$ cat config.mk
export PLATFORM = sky130hd
export DESIGN_NAME = gpio_irq_detect
export DESIGN_NICKNAME = d
export VERILOG_FILES = /design/src/rtl/gpio_irq_pkg.sv /design/src/rtl/gpio_irq_sense.sv /design/src/rtl/gpio_irq_pending.sv /design/src/rtl/gpio_irq_combine.sv /design/src/rtl/gpio_irq_detect.sv
export SDC_FILE = /design/constraint.sdc
export NUM_CORES = 1
export LEC_CHECK = 0
export BUFFER_PORTS_ARGS = -buffer_cell sky130_fd_sc_hd__buf_2
export CAP_MARGIN = 40
export CORE_UTILIZATION = 43
export CTS_CLUSTER_SIZE = 24
export DETAILED_ROUTE_END_ITERATION = 10
export HOLD_SLACK_MARGIN = 0.02
export PLACE_DENSITY = 0.93
export SLEW_MARGIN = 5
export SYNTH_ARGS = -nofsm -noshare
export SYNTH_HDL_FRONTEND = slang
export SYNTH_SLANG_ARGS = --single-unit
$ cat constraint.sdc
create_clock -name clk -period 2.25 [get_ports clk]
set_clock_uncertainty 0.1 [all_clocks]
set_input_delay 0.1125 -clock clk [delete_from_list [all_inputs] [get_ports clk]]
set_output_delay 0.1125 -clock clk [all_outputs]
set_load 0.01 [all_outputs]
$ cat src/rtl/gpio_irq_pkg.sv
package gpio_irq_pkg;

  // Edge seen on one pin: rise_sel picks 0->1 (1) or 1->0 (0).
  function automatic logic edge_seen(input logic now_v, input logic before_v,
                                     input logic rise_sel);
    logic rose;
    logic fell;
    rose = now_v & ~before_v;
    fell = ~now_v & before_v;
    return rise_sel ? rose : fell;
  endfunction

  // Level active on one pin: high_sel picks active-high (1) or active-low (0).
  function automatic logic level_seen(input logic now_v, input logic high_sel);
    return high_sel ? now_v : ~now_v;
  endfunction

  // Next value of one pending-edge flag. A fresh hit beats a clear.
  function automatic logic pend_step(input logic held, input logic hit,
                                     input logic clr, input logic en,
                                     input logic edge_mode);
    logic keep;
    keep = held & ~clr;
    return en & edge_mode & (keep | hit);
  endfunction

  // Status of one pin before masking.
  function automatic logic status_bit(input logic en, input logic edge_mode,
                                      input logic pend, input logic lvl);
    return en & (edge_mode ? pend : lvl);
  endfunction

endpackage

$ cat src/rtl/gpio_irq_sense.sv
module gpio_irq_sense #(
  parameter int unsigned WIDTH = 32
) (
  input  logic             clk,
  input  logic             rst_n,
  input  logic [WIDTH-1:0] pin_i,
  input  logic [WIDTH-1:0] pol_i,
  output logic [WIDTH-1:0] edge_hit_o,
  output logic [WIDTH-1:0] lvl_hit_o
);
  import gpio_irq_pkg::*;

  logic [WIDTH-1:0] prev_q;
  logic             primed_q;

  // History of the pins; the first sample after reset only primes it.
  always_ff @(posedge clk or negedge rst_n) begin
    if (!rst_n) begin
      prev_q   <= '0;
      primed_q <= 1'b0;
    end else begin
      prev_q   <= pin_i;
      primed_q <= 1'b1;
    end
  end

  for (genvar b = 0; b < WIDTH; b++) begin : g_bit
    assign edge_hit_o[b] = primed_q & edge_seen(pin_i[b], prev_q[b], pol_i[b]);
    assign lvl_hit_o[b]  = level_seen(pin_i[b], pol_i[b]);
  end

endmodule

$ cat src/rtl/gpio_irq_pending.sv
module gpio_irq_pending #(
  parameter int unsigned WIDTH = 32
) (
  input  logic             clk,
  input  logic             rst_n,
  input  logic [WIDTH-1:0] hit_i,
  input  logic [WIDTH-1:0] en_i,
  input  logic [WIDTH-1:0] edge_mode_i,
  input  logic             eoi_wr_i,
  input  logic [WIDTH-1:0] eoi_data_i,
  output logic [WIDTH-1:0] pend_o
);
  import gpio_irq_pkg::*;

  logic [WIDTH-1:0] clr;
  logic [WIDTH-1:0] pend_q;

  assign clr = eoi_wr_i ? eoi_data_i : '0;

  for (genvar b = 0; b < WIDTH; b++) begin : g_flag
    always_ff @(posedge clk or negedge rst_n) begin
      if (!rst_n) begin
        pend_q[b] <= 1'b0;
      end else begin
        pend_q[b] <= pend_step(pend_q[b], hit_i[b], clr[b], en_i[b], edge_mode_i[b]);
      end
    end
  end

  assign pend_o = pend_q;

endmodule

$ cat src/rtl/gpio_irq_combine.sv
module gpio_irq_combine #(
  parameter int unsigned WIDTH = 32
) (
  input  logic             clk,
  input  logic             rst_n,
  input  logic [WIDTH-1:0] pend_i,
  input  logic [WIDTH-1:0] lvl_i,
  input  logic [WIDTH-1:0] en_i,
  input  logic [WIDTH-1:0] edge_mode_i,
  input  logic [WIDTH-1:0] mask_i,
  output logic [WIDTH-1:0] raw_o,
  output logic [WIDTH-1:0] masked_o,
  output logic             irq_o
);
  import gpio_irq_pkg::*;

  logic irq_q;

  for (genvar b = 0; b < WIDTH; b++) begin : g_stat
    assign raw_o[b] = status_bit(en_i[b], edge_mode_i[b], pend_i[b], lvl_i[b]);
  end

  assign masked_o = raw_o & ~mask_i;

  always_ff @(posedge clk or negedge rst_n) begin
    if (!rst_n) begin
      irq_q <= 1'b0;
    end else begin
      irq_q <= |masked_o;
    end
  end

  assign irq_o = irq_q;

endmodule

$ cat src/rtl/gpio_irq_detect.sv
module gpio_irq_detect #(
  parameter int unsigned WIDTH = 32
) (
  input  logic             clk,
  input  logic             rst_n,
  input  logic [WIDTH-1:0] pin_i,
  input  logic [WIDTH-1:0] irq_en_i,
  input  logic [WIDTH-1:0] irq_mask_i,
  input  logic [WIDTH-1:0] irq_edge_i,
  input  logic [WIDTH-1:0] irq_pol_i,
  input  logic             eoi_wr_i,
  input  logic [WIDTH-1:0] eoi_data_i,
  output logic [WIDTH-1:0] raw_stat_o,
  output logic [WIDTH-1:0] int_stat_o,
  output logic             irq_o
);

  // Internal events brought out by name for the checker.
  logic [WIDTH-1:0] edge_hit;
  logic [WIDTH-1:0] lvl_hit;
  logic [WIDTH-1:0] pend_q;

  gpio_irq_sense #(.WIDTH(WIDTH)) u_sense (
    .clk        (clk),
    .rst_n      (rst_n),
    .pin_i      (pin_i),
    .pol_i      (irq_pol_i),
    .edge_hit_o (edge_hit),
    .lvl_hit_o  (lvl_hit)
  );

  gpio_irq_pending #(.WIDTH(WIDTH)) u_pend (
    .clk         (clk),
    .rst_n       (rst_n),
    .hit_i       (edge_hit),
    .en_i        (irq_en_i),
    .edge_mode_i (irq_edge_i),
    .eoi_wr_i    (eoi_wr_i),
    .eoi_data_i  (eoi_data_i),
    .pend_o      (pend_q)
  );

  gpio_irq_combine #(.WIDTH(WIDTH)) u_comb (
    .clk         (clk),
    .rst_n       (rst_n),
    .pend_i      (pend_q),
    .lvl_i       (lvl_hit),
    .en_i        (irq_en_i),
    .edge_mode_i (irq_edge_i),
    .mask_i      (irq_mask_i),
    .raw_o       (raw_stat_o),
    .masked_o    (int_stat_o),
    .irq_o       (irq_o)
  );

endmodule

==> impl_results.md, run 1 <==
* Layout Cells excl Fill at 1,068
* Global-route wire length before repair at 26,700 um
* Synthesized flop and latch total at 66
* WL per Instance at 16.2 um
* Clock network power share at 0.313
* Synth cell count leaders: 148 x nand2_1, 88 x nor2_1, 66 x dfrtp_1, 52 x o21ai_0, 38 x a22oi_1
* Worst-Margin Slew at 0.766 ns
* Die Span X at 100 um
* Wire length on met3 at 1480 um
* Via count at 5,840
* Vias/cell at 5.47
* Root buffer cell: clkbuf_8
* Endpoint class of the critical path: register
* Static Leakage at 3.57 nW
* Final hold violation count at 0
* Fin crit share at 0.994
* Combinational Power Share at 0.280
* Synth cell types at 20
* Critical path depth in cells at 7
* Io pins at 260
* DRT met1 WL at 5950 um
* P&R area growth vs syn at 69.0%
* RSZ-0062 raised after global routing: false
* Clock transition at path regs at 0.07 ns
* Sequential area share after synthesis at 0.400
* Status: completed
* Net Sw Frac at 0.295
* Critical Path RT at 2.35 ns
* Relative slew slack at 0.490
* Starting DRC count in detailed routing at 286
* Fin area at 6980 um2
* Max FO, Critical Path at 4
* Final HPWL DP at 9930 um
* Reg2reg start: u_sense.primed_q
* Total wire length at 17,400 um
* Clock sinks at 66
* CP peak stage delay at 0.53 ns
* Slowest cell on crit path: or4_1
* Die Span Y at 100 um
* Filler cells at 627
* # port buffers at 259
* TritonCTS buffer count at 9
* Setup TNS at 0 ns
* Synth async-reset ratio at 1.00
* Vias in the first global route at 6,025
* Largest cells by area after synthesis: dfrtp_1 40%, nand2_1 13%, nor2_1 8.0%, a22oi_1 6.9%, xor2_1 6.8%
* Syn Area/Cell at 7.54 um2
* Top-count cell post-synth: nand2_1
* Remaining Overflow, GRT at 0
* Post-Place Setup Slack at 0.405 ns
* CP delay by family, top: simple AND/OR/NAND/NOR gates
* Row cnt at 35
* Register-to-Register Path Depth at 4
* Setup violators final at 0
* Placed cell area at 5590 um2
* Total of max-cap violations at 0
* Worst-Skew Late Latency at 0.33 ns
* Critical Path Start: pin_i[14]
* Post-layout util at 0.752
* Worst vdd ir at 309 uV
* Number of flops mapped to enable cells by yosys at 0
* Switching Power at 915 uW
* Mapped Area at 4130 um2
* Synth top area share at 0.400
* Internal power at 2.19 mW
* Setup crit start kind: input pin
* Max-slew violations at 0
* Synth Flop Type: dfrtp_1
* Tot Pwr at 3.10 mW
* Cell Chain, Critical Path: dlygate4sd3_1, buf_2, xor2_1, o41ai_1, nor4_1, nand4_1, or4_1
* CTS tree: done
* Layout Nets at 1,130
* Hold Crit Start: eoi_data_i[16]
* Power Dens Cells at 445 nW/um2
* Starting Density at 0.445
* Initial antenna violation count at 0
* Bufs on Longest Clock Path at 2
* Detailed Routing Iterations Pass 1 at 5
* Remaining antenna violation count at 0
* DRC viols at 0
* Top sig layer: met4
* Synth warnings at 0
* Pin count of the biggest net entering global routing at 33
* ANT cells at 0
* Share of layout cells above drive strength 1 at 0.294
* Sequential Power Share at 0.407
* WP buf/inv at 2
* Cells after Synth at 548
* CP arrival at 2.33 ns
* Met2 wire len at 8910 um
* Final min period at 2.24 ns
* WHS at 0.0357 ns
* RePlAce Congestion at 0.830
* GRT Overall Usage at 0.340
* Net Count, Synth at 743
* Core box area at 9280 um2
* Inst Count DP at 933
* Fmax at 447 MHz
* Final setup margin at 0.0140 ns
* Hold WC Path Type: in -> reg
* Synth area leader: dfrtp_1
* Die ar. at 10,000 um2
* H-tree levels at 3
* Worst Hold Path Cells at 4
* Kind of critical path: in -> reg
==> worst reg2reg max path, delay by kind of cell, from the launching register on <==
family	cells	cell delay (ns)
buf+inv	2	0.96
simple gates	1	0.14
compound gates	1	0.14
flops	1	0.69
==> metal layers <==
| layer | GRT usage | vias up |
|---|---|---|
| li1 | - | 2643 |
| met1 | 0.339 | 2658 |
| met2 | 0.637 | 420 |
| met3 | 0.0717 | 119 |
| met4 | 0.221 | 0 |
| met5 | 0 | - |
==> cells in the final DEF, fill, tap and decap left out, types with 12 or more instances in the layout <==
cell | Yosys | final
and2_1 | 33 | 33
dfrtp_1 | 66 | 66
o41ai_1 | 12 | 12
nor2_1 | 88 | 88
nand2_1 | 148 | 148
a21oi_1 | 12 | 12
o21ai_0 | 52 | 52
xor2_1 | 32 | 31
inv_1 | 19 | 19
buf_2 | 0 | 259
a22oi_1 | 38 | 38
nand4b_1 | 12 | 12
dlygate4sd3_1 | 0 | 120
nor2b_1 | 13 | 13
==> power by group through the flow <==
stage	Combinational, mW	Sequential [mW]	Clock [mW]
2_1_floorplan	0.291	1.27	0
3_3_place_gp	0.655	1.28	0
3_5_place_dp	0.671	1.28	0
4_1_cts	0.815	1.26	0.992
5_1_grt	0.941	1.27	1.05
6_report	0.869	1.26	0.973
==> repair_timing <==
item                                    4_1_cts  5_1_grt
hold endpoints to repair                     80        0
gates resized for setup                       0        1
endpoints found under the setup margin        0        1
buffers inserted                              0        0
hold buffers                                120        0
==> worst paths after layout <==
kind / endpoint / slack, ns
setup / recovery: u_comb.irq_o / 0.01
hold / removal: u_pend.pend_o[16] / 0.04
setup reg to reg: u_pend.pend_o[21] / 0.15
hold reg to reg: u_pend.pend_o[11] / 0.46
max in group asynchronous: u_pend.pend_o[5] / 1.19
min in group asynchronous: u_sense.prev_q[7] / 0.15
==> area by class of cell <==
type / count / area (um2) / share of cell area
Clock inverter: 3 / 40.0 / 0.00573
Tap cell: 129 / 161 / 0.0231
Clock buffer: 12 / 145 / 0.0208
Multi-Input combinational cell: 457 / 2390 / 0.343
Inverter: 19 / 71.3 / 0.0102
Timing Repair Buffer: 382 / 2520 / 0.361
Sequential cell: 66 / 1650 / 0.237
==> cell families after synthesis <==
logic type | count (synthesis) | synth area share
AO/OA/AOI/OAI | 115 | 0.174
buffers and inverters | 25 | 0.0227
flip-flops | 66 | 0.400
XOR/XNOR | 32 | 0.0679
AND/OR/NAND/NOR | 309 | 0.334
other | 1 | 0.000908
==> sequential cells by signal, summed over array words and instances (netlist names) <==
| signal | flops |
|---|---|
| u_comb.irq_o | 1 |
| u_pend.pend_o | 32 |
| u_sense.prev_q | 32 |
| u_sense.primed_q | 1 |
Note: power is estimated with default switching activity, not from simulation.
==> run 2, diff against run 1 <==
--- a/config.mk
+++ b/config.mk
@@ -7,6 +7,7 @@
 export LEC_CHECK = 0
 export BUFFER_PORTS_ARGS = -buffer_cell sky130_fd_sc_hd__buf_2
 export CAP_MARGIN = 40
+export CORE_ASPECT_RATIO = 0.7
 export CORE_UTILIZATION = 43
 export CTS_CLUSTER_SIZE = 24
 export DETAILED_ROUTE_END_ITERATION = 10
==> run 2 against run 1 <==
Clock power grew 46%. Core utilization increased by 1.4 points. Critical path depth did not move. Sequential cell count stayed put. Combinational power is 1% lower. Worst hold slack lost 0.0040 ns. Maximum frequency rose by 0.98%. Sequential share of layout area is 0.16 points lower. Global-route usage decreased by 0.54 points. Via count is 2.6% lower. Cell count shrank 0.94%. Highest routed layer unchanged.
==> impl_results.md, run 2 (synthesis results as in run 1) <==
* Status: completed
* Final hold violation count at 0 (unchanged)
* Final HPWL DP at 10,100 um (+1.9%)
* Endpoint class of the critical path: register
* Sequential Power Share at 0.357 (-0.050)
* Most frequent cells in the layout: 259 x buf_2, 148 x nand2_1, 113 x dlygate4sd3_1
* Worst Hold Path Cells at 4 (unchanged)
* Setup violators final at 0 (unchanged)
* Fmax at 452 MHz (+0.98%)
* H-tree levels at 3 (unchanged)
* DRC viols at 0 (unchanged)
* Total wire length at 16,700 um (-3.6%)
* Setup crit start kind: input pin
* Pin count of the biggest net entering global routing at 33 (unchanged)
* Die Span Y at 84.0 um (-16%)
* Global-route wire length before repair at 26,600 um (-0.46%)
* Die ar. at 10,000 um2 (about the same)
* Most common cell after layout, fill and taps aside: buf_2
* Remaining Overflow, GRT at 0 (unchanged)
* Critical Path RT at 2.34 ns (about the same)
* Met1 GRT Util at 0.356 (+0.0166)
* Clock network power share at 0.401 (+0.088)
* Clock transition at path regs at 0.06 ns (about the same)
* GRT Overall Usage at 0.334 (-0.00538)
* Starting DRC count in detailed routing at 329 (+15%)
* Hold WC Path Type: in -> reg
* Register-to-Register Path Depth at 4 (unchanged)
* Core box area at 9180 um2 (-1.1%)
* R2r setup slk at 0.05 ns (-0.10 ns)
* Worst vdd ir at 344 uV (+11%)
* Inst Count DP at 928 (-0.54%)
* Detailed Routing Iterations Pass 1 at 5 (unchanged)
* P&R area growth vs syn at 70.2%
* Net Sw Frac at 0.276 (-0.0186)
* Slowest cell on crit path: or4_1
* Cell Chain, Critical Path: dlygate4sd3_1, buf_2, xor2_1, o41ai_1, nor4_2, nand4_1, or4_1
* Worst-Skew Late Latency at 0.32 ns (about the same)
* Root buffer cell: clkbuf_16
* Hold EP: u_pend.pend_o[28]
* Switching Power at 980 uW (+7.1%)
* Reg2reg start: u_sense.primed_q
* Vias/cell at 5.38 (-1.7%)
* Max-slew violations at 0 (unchanged)
* Critical path depth in cells at 7 (unchanged)
* Tot Pwr at 3.55 mW (+14%)
* Power Dens Cells at 505 nW/um2 (+14%)
* GRT Max-Usage Layer: met2
* CP peak stage delay at 0.56 ns (+0.03 ns)
* Total of max-cap violations at 0 (unchanged)
* Io pins at 260 (unchanged)
* Clock sinks at 66 (unchanged)
* Relative slew slack at 0.449 (-0.0401)
* Initial antenna violation count at 2 (+2)
* Row cnt at 29 (-17%)
* Bufs on Longest Clock Path at 2 (unchanged)
* CP delay by family, top: simple AND/OR/NAND/NOR gates
* CTS tree: done
* Worst R2R End: u_pend.pend_o[25]
* WP buf/inv at 2 (unchanged)
* Hold Crit Start: eoi_data_i[28]
* WL per Instance at 15.8 um (-2.7%)
* Final min period at 2.21 ns (-0.0218 ns)
* Static Leakage at 3.58 nW (about the same)
* Layout Nets at 1,123 (-0.62%)
* Combinational Power Share at 0.242 (-0.038)
* Worst-Margin Slew at 0.826 ns (+0.0601 ns)
* Starting Density at 0.450 (+0.00503)
* Share of layout cells above drive strength 1 at 0.298 (+0.00403)
* Vias in the first global route at 5,858 (-2.8%)
* TritonCTS buffer count at 9 (unchanged)
* CP arrival at 2.31 ns (-0.02 ns)
* Internal power at 2.57 mW (+17%)
* RePlAce Congestion at 0.846 (+1.9%)
* Via count at 5,689 (-2.6%)
* Die Span X at 119 um (+19%)
* Max FO, Critical Path at 4 (unchanged)
* Fin crit share at 0.984 (-0.00969)
* # port buffers at 259 (unchanged)
* Kind of critical path: in -> reg
* M3 GR Usage at 0.0881 (+0.0164)
* Remaining antenna violation count at 0 (unchanged)
* Met2 usage at 0.600 (-0.0367)
* Layout Cells excl Fill at 1,058 (-0.94%)
==> run 2: layout make-up <==
type,instances,area [um2]
antenna,1,2.50
clock inverter,4,50.0
inverter,19,71.3
timing repair buffer,375,2450
sequential,66,1650
multi-input combinational,457,2390
tap,124,155
clock buffer,12,256
fill,616,2150
==> run 2: per-stage QoR <==
stage	cell area, um2	setup WS [ns]	TNS, ns	hold slack [ns]	util
after floorplan	4130	0.553	0	-0.283	-
after global placement	5580	0.178	0	0.00864	0.608
after detailed placement	5580	0.107	0	0.00823	0.608
after CTS	7020	0.0548	0	0.0202	0.765
after global routing	7030	-0.0517	-0.0517	0.0495	0.765
final	7030	0.0358	0	0.0317	0.766
==> run 2: worst max-delay path by stage <==
stage	start	end
global placement	u_pend.pend_o[6]	u_comb.irq_o
floorplan	u_pend.pend_o[14]	u_comb.irq_o
CTS	pin_i[0]	u_comb.irq_o
global route	pin_i[0]	u_comb.irq_o
finish	pin_i[0]	u_comb.irq_o
detailed placement	u_pend.pend_o[6]	u_comb.irq_o
==> run 2: what timing repair did <==
action                     CTS  global route
setup endpoints to repair    0             1
hold endpoints to repair    83             0
resized for setup            0             1
setup buffers                0             0
hold buffers               113             0
==> run 2: per-layer routing <==
metal | part of all wire | routed length (um) | vias up
met3 | 0.086 | 1450 | 75
li1 | - | - | 2624
met2 | 0.50 | 8420 | 383
met5 | 0 | 0 | -
met4 | 0.043 | 716 | 0
met1 | 0.37 | 6150 | 2607
==> run 2: worst reg2reg max path: cells and delay by family, from the launching register on <==
kind            cells  cell delay, ns
buf+inv             2            0.92
flops               1            0.88
compound gates      1            0.14
simple gates        1            0.10
==> run 2: power groups by stage <==
stage / clock (mW) / combinational, mW / sequential, mW
floorplan: 0 / 0.291 / 1.27
global placement: 0 / 0.657 / 1.28
detailed placement: 0 / 0.671 / 1.28
CTS: 1.44 / 0.811 / 1.26
global route: 1.50 / 0.935 / 1.27
finish: 1.42 / 0.858 / 1.27
==> run 3, diff against run 2 <==
--- a/config.mk
+++ b/config.mk
@@ -8,11 +8,13 @@
 export BUFFER_PORTS_ARGS = -buffer_cell sky130_fd_sc_hd__buf_2
 export CAP_MARGIN = 40
 export CORE_ASPECT_RATIO = 0.7
+export CORE_MARGIN = 2
 export CORE_UTILIZATION = 43
 export CTS_CLUSTER_SIZE = 24
 export DETAILED_ROUTE_END_ITERATION = 10
 export HOLD_SLACK_MARGIN = 0.02
 export PLACE_DENSITY = 0.93
+export RECOVER_POWER = 25
 export SLEW_MARGIN = 5
 export SYNTH_ARGS = -nofsm -noshare
 export SYNTH_HDL_FRONTEND = slang
==> run 3 against run 2 <==
Cell count shrank 0.57%. Global-route usage shrank 1.8 points. Register-to-register slack gained 0.07 ns. Design area shrank 1.7%. Sequential share of layout area grew 0.41 points. Critical endpoint unchanged. Maximum frequency grew 3.0%. Count of clock-buffer cells in the layout grew 2. Critical path type unchanged. Largest power group unchanged. Die area grew 4.1%. Total power shrank 3.8%.
==> impl_results.md, run 3 (synthesis results as in run 1) <==
* Status: completed
* Die ar. at 10,400 um2 (+4.1%)
* Post-CTS sizing at 0 (unchanged)
* Row cnt at 29 (unchanged)
* Setup Buffers After CTS at 0 (unchanged)
* Initial antenna violation count at 0 (-2)
* Inst Count DP at 928 (unchanged)
* Worst vdd ir at 439 uV (+28%)
* Combinational Power Share at 0.246 (+0.004)
* Io pins at 260 (unchanged)
* Final hold violation count at 0 (unchanged)
* Placed cell area at 5580 um2 (unchanged)
* RSZ-0062 raised after global routing: false
* WL per Instance at 15.6 um (-1.1%)
* Fmax at 465 MHz (+3.0%)
* Worst-Margin Slew at 0.904 ns (+0.0778 ns)
* Root buffer cell: clkbuf_16
* TritonCTS buffer count at 9 (unchanged)
* DRC viols at 0 (unchanged)
* Die Span X at 121 um (+1.7%)
* P&R area growth vs syn at 67.2%
* Die Span Y at 86.0 um (+2.4%)
* CP arrival at 2.24 ns (-0.07 ns)
* Fin area at 6910 um2 (-1.7%)
* Share of layout cells above drive strength 1 at 0.265 (-0.0329)
* Total of max-cap violations at 0 (unchanged)
* Max-slew violations at 0 (unchanged)
* Layout Nets at 1,118 (-0.45%)
* Final min period at 2.15 ns (-0.0637 ns)
* Critical Path RT at 2.34 ns (about the same)
* Most frequent cells in the layout: 229 x buf_2, 148 x nand2_1, 108 x dlygate4sd3_1
* Final HPWL DP at 10,200 um (+0.93%)
* Hold WC Path Type: in -> reg
* Internal power at 2.47 mW (-3.7%)
* Endpoint class of the critical path: register
* RePlAce Congestion at 0.828 (-2.2%)
* Worst-Skew Late Latency at 0.32 ns (about the same)
* Clock network power share at 0.384 (-0.017)
* Starting DRC count in detailed routing at 348 (+5.8%)
* Fin crit share at 0.956 (-0.0283)
* Pin count of the biggest net entering global routing at 33 (unchanged)
* ANT cells at 0 (-1)
* Total wire length at 16,500 um (-1.6%)
* GRT Overall Usage at 0.316 (-0.0184)
* Remaining Overflow, GRT at 0 (unchanged)
* H-tree levels at 3 (unchanged)
* Core box area at 9220 um2 (+0.40%)
* Kind of critical path: in -> reg
* Detailed Routing Iterations Pass 1 at 5 (unchanged)
* Clock sinks at 66 (unchanged)
* # port buffers at 259 (unchanged)
* Sequential Power Share at 0.370 (+0.013)
* Switching Power at 942 uW (-3.9%)
* Bufs on Longest Clock Path at 2 (unchanged)
* CTS tree: done
* Remaining antenna violation count at 0 (unchanged)
* Relative slew slack at 0.398 (-0.0519)
* Layout Cells excl Fill at 1,052 (-0.57%)
* Most common cell after layout, fill and taps aside: buf_2
* Power Dens Cells at 495 nW/um2 (-2.1%)
* Clock transition at path regs at 0.05 ns (about the same)
* Global-route wire length before repair at 26,000 um (-1.9%)
* Vias/cell at 5.34 (-0.68%)
* Setup violators final at 0 (unchanged)
* Post-layout util at 0.749 (-0.0162)
* Setup TNS at 0 ns (unchanged)
* Setup crit start kind: input pin
* Static Leakage at 3.46 nW (-3.3%)
* Starting Density at 0.448 (-0.00177)
* Vias in the first global route at 5,753 (-1.8%)
* Max FO, Critical Path at 4 (unchanged)
* Via count at 5,618 (-1.2%)
* Net Sw Frac at 0.276 (-0.000434)
-- run 3: area by class of cell --
type	instances	area [um2]
Multi-Input combinational cell	457	2380
Timing Repair Buffer	370	2360
Fill cell	625	2310
Sequential cell	66	1650
Clock buffer	14	274
Tap cell	124	155
Inverter	19	71.3
Clock inverter	2	10.0
-- run 3: power by group through the flow --
stage          combinational, mW  sequential (mW)  clock, mW
4_1_cts                    0.807             1.26       1.34
3_5_place_dp               0.670             1.28          0
6_report                   0.840             1.26       1.31
3_3_place_gp               0.656             1.28          0
2_1_floorplan              0.291             1.27          0
5_1_grt                    0.920             1.27       1.39
-- run 3: per-layer routing --
metal,global-route usage,wire length (um)
met1,0.339,5910
met2,0.588,8350
met3,0.0818,1560
met4,0.137,623
met5,0,0
-- run 3: through the flow --
| step | setup slack [ns] | hold WS [ns] | total power, mW |
|---|---|---|---|
| floorplan | 0.553 | -0.283 | 1.56 |
| global placement | 0.353 | -0.0481 | 1.94 |
| detailed placement | 0.329 | -0.0441 | 1.95 |
| CTS | 0.182 | 0.0213 | 3.41 |
| global route | 0.0413 | 0.0280 | 3.58 |
| finish | 0.0996 | 0.0253 | 3.42 |
-- run 3: worst max-delay path, cell delays in order --
cell and delay (ns):
dlygate4sd3_1 0.54, buf_2 0.15, xor2_1 0.20, o41ai_1 0.12, nor4_1 0.37, nand4_1 0.22
or4_1 0.53
-- run 3: timing repair --
| action | CTS | global route |
|---|---|---|
| endpoints found under the setup margin | 0 | 1 |
| hold buffers | 108 | 0 |
| endpoints found under the hold margin | 79 | 0 |
-- run 3: path summary, 6_finish.rpt --
| kind | slack [ns] | endpoint | cells after the start | from |
|---|---|---|---|---|
| worst min-delay path | 0.03 | u_pend.pend_o[16] | 4 | eoi_data_i[16] |
| worst max-delay path | 0.1 | u_comb.irq_o | 7 | pin_i[6] |
| min in group asynchronous | 0.34 | u_pend.pend_o[28] | 2 | rst_n |
| max in group asynchronous | 0.53 | u_pend.pend_o[8] | 3 | rst_n |
| worst max register to register | 0.12 | u_pend.pend_o[25] | 4 | u_sense.primed_q |
| worst min register to register | 0.42 | u_pend.pend_o[30] | 2 | u_pend.pend_o[30] |
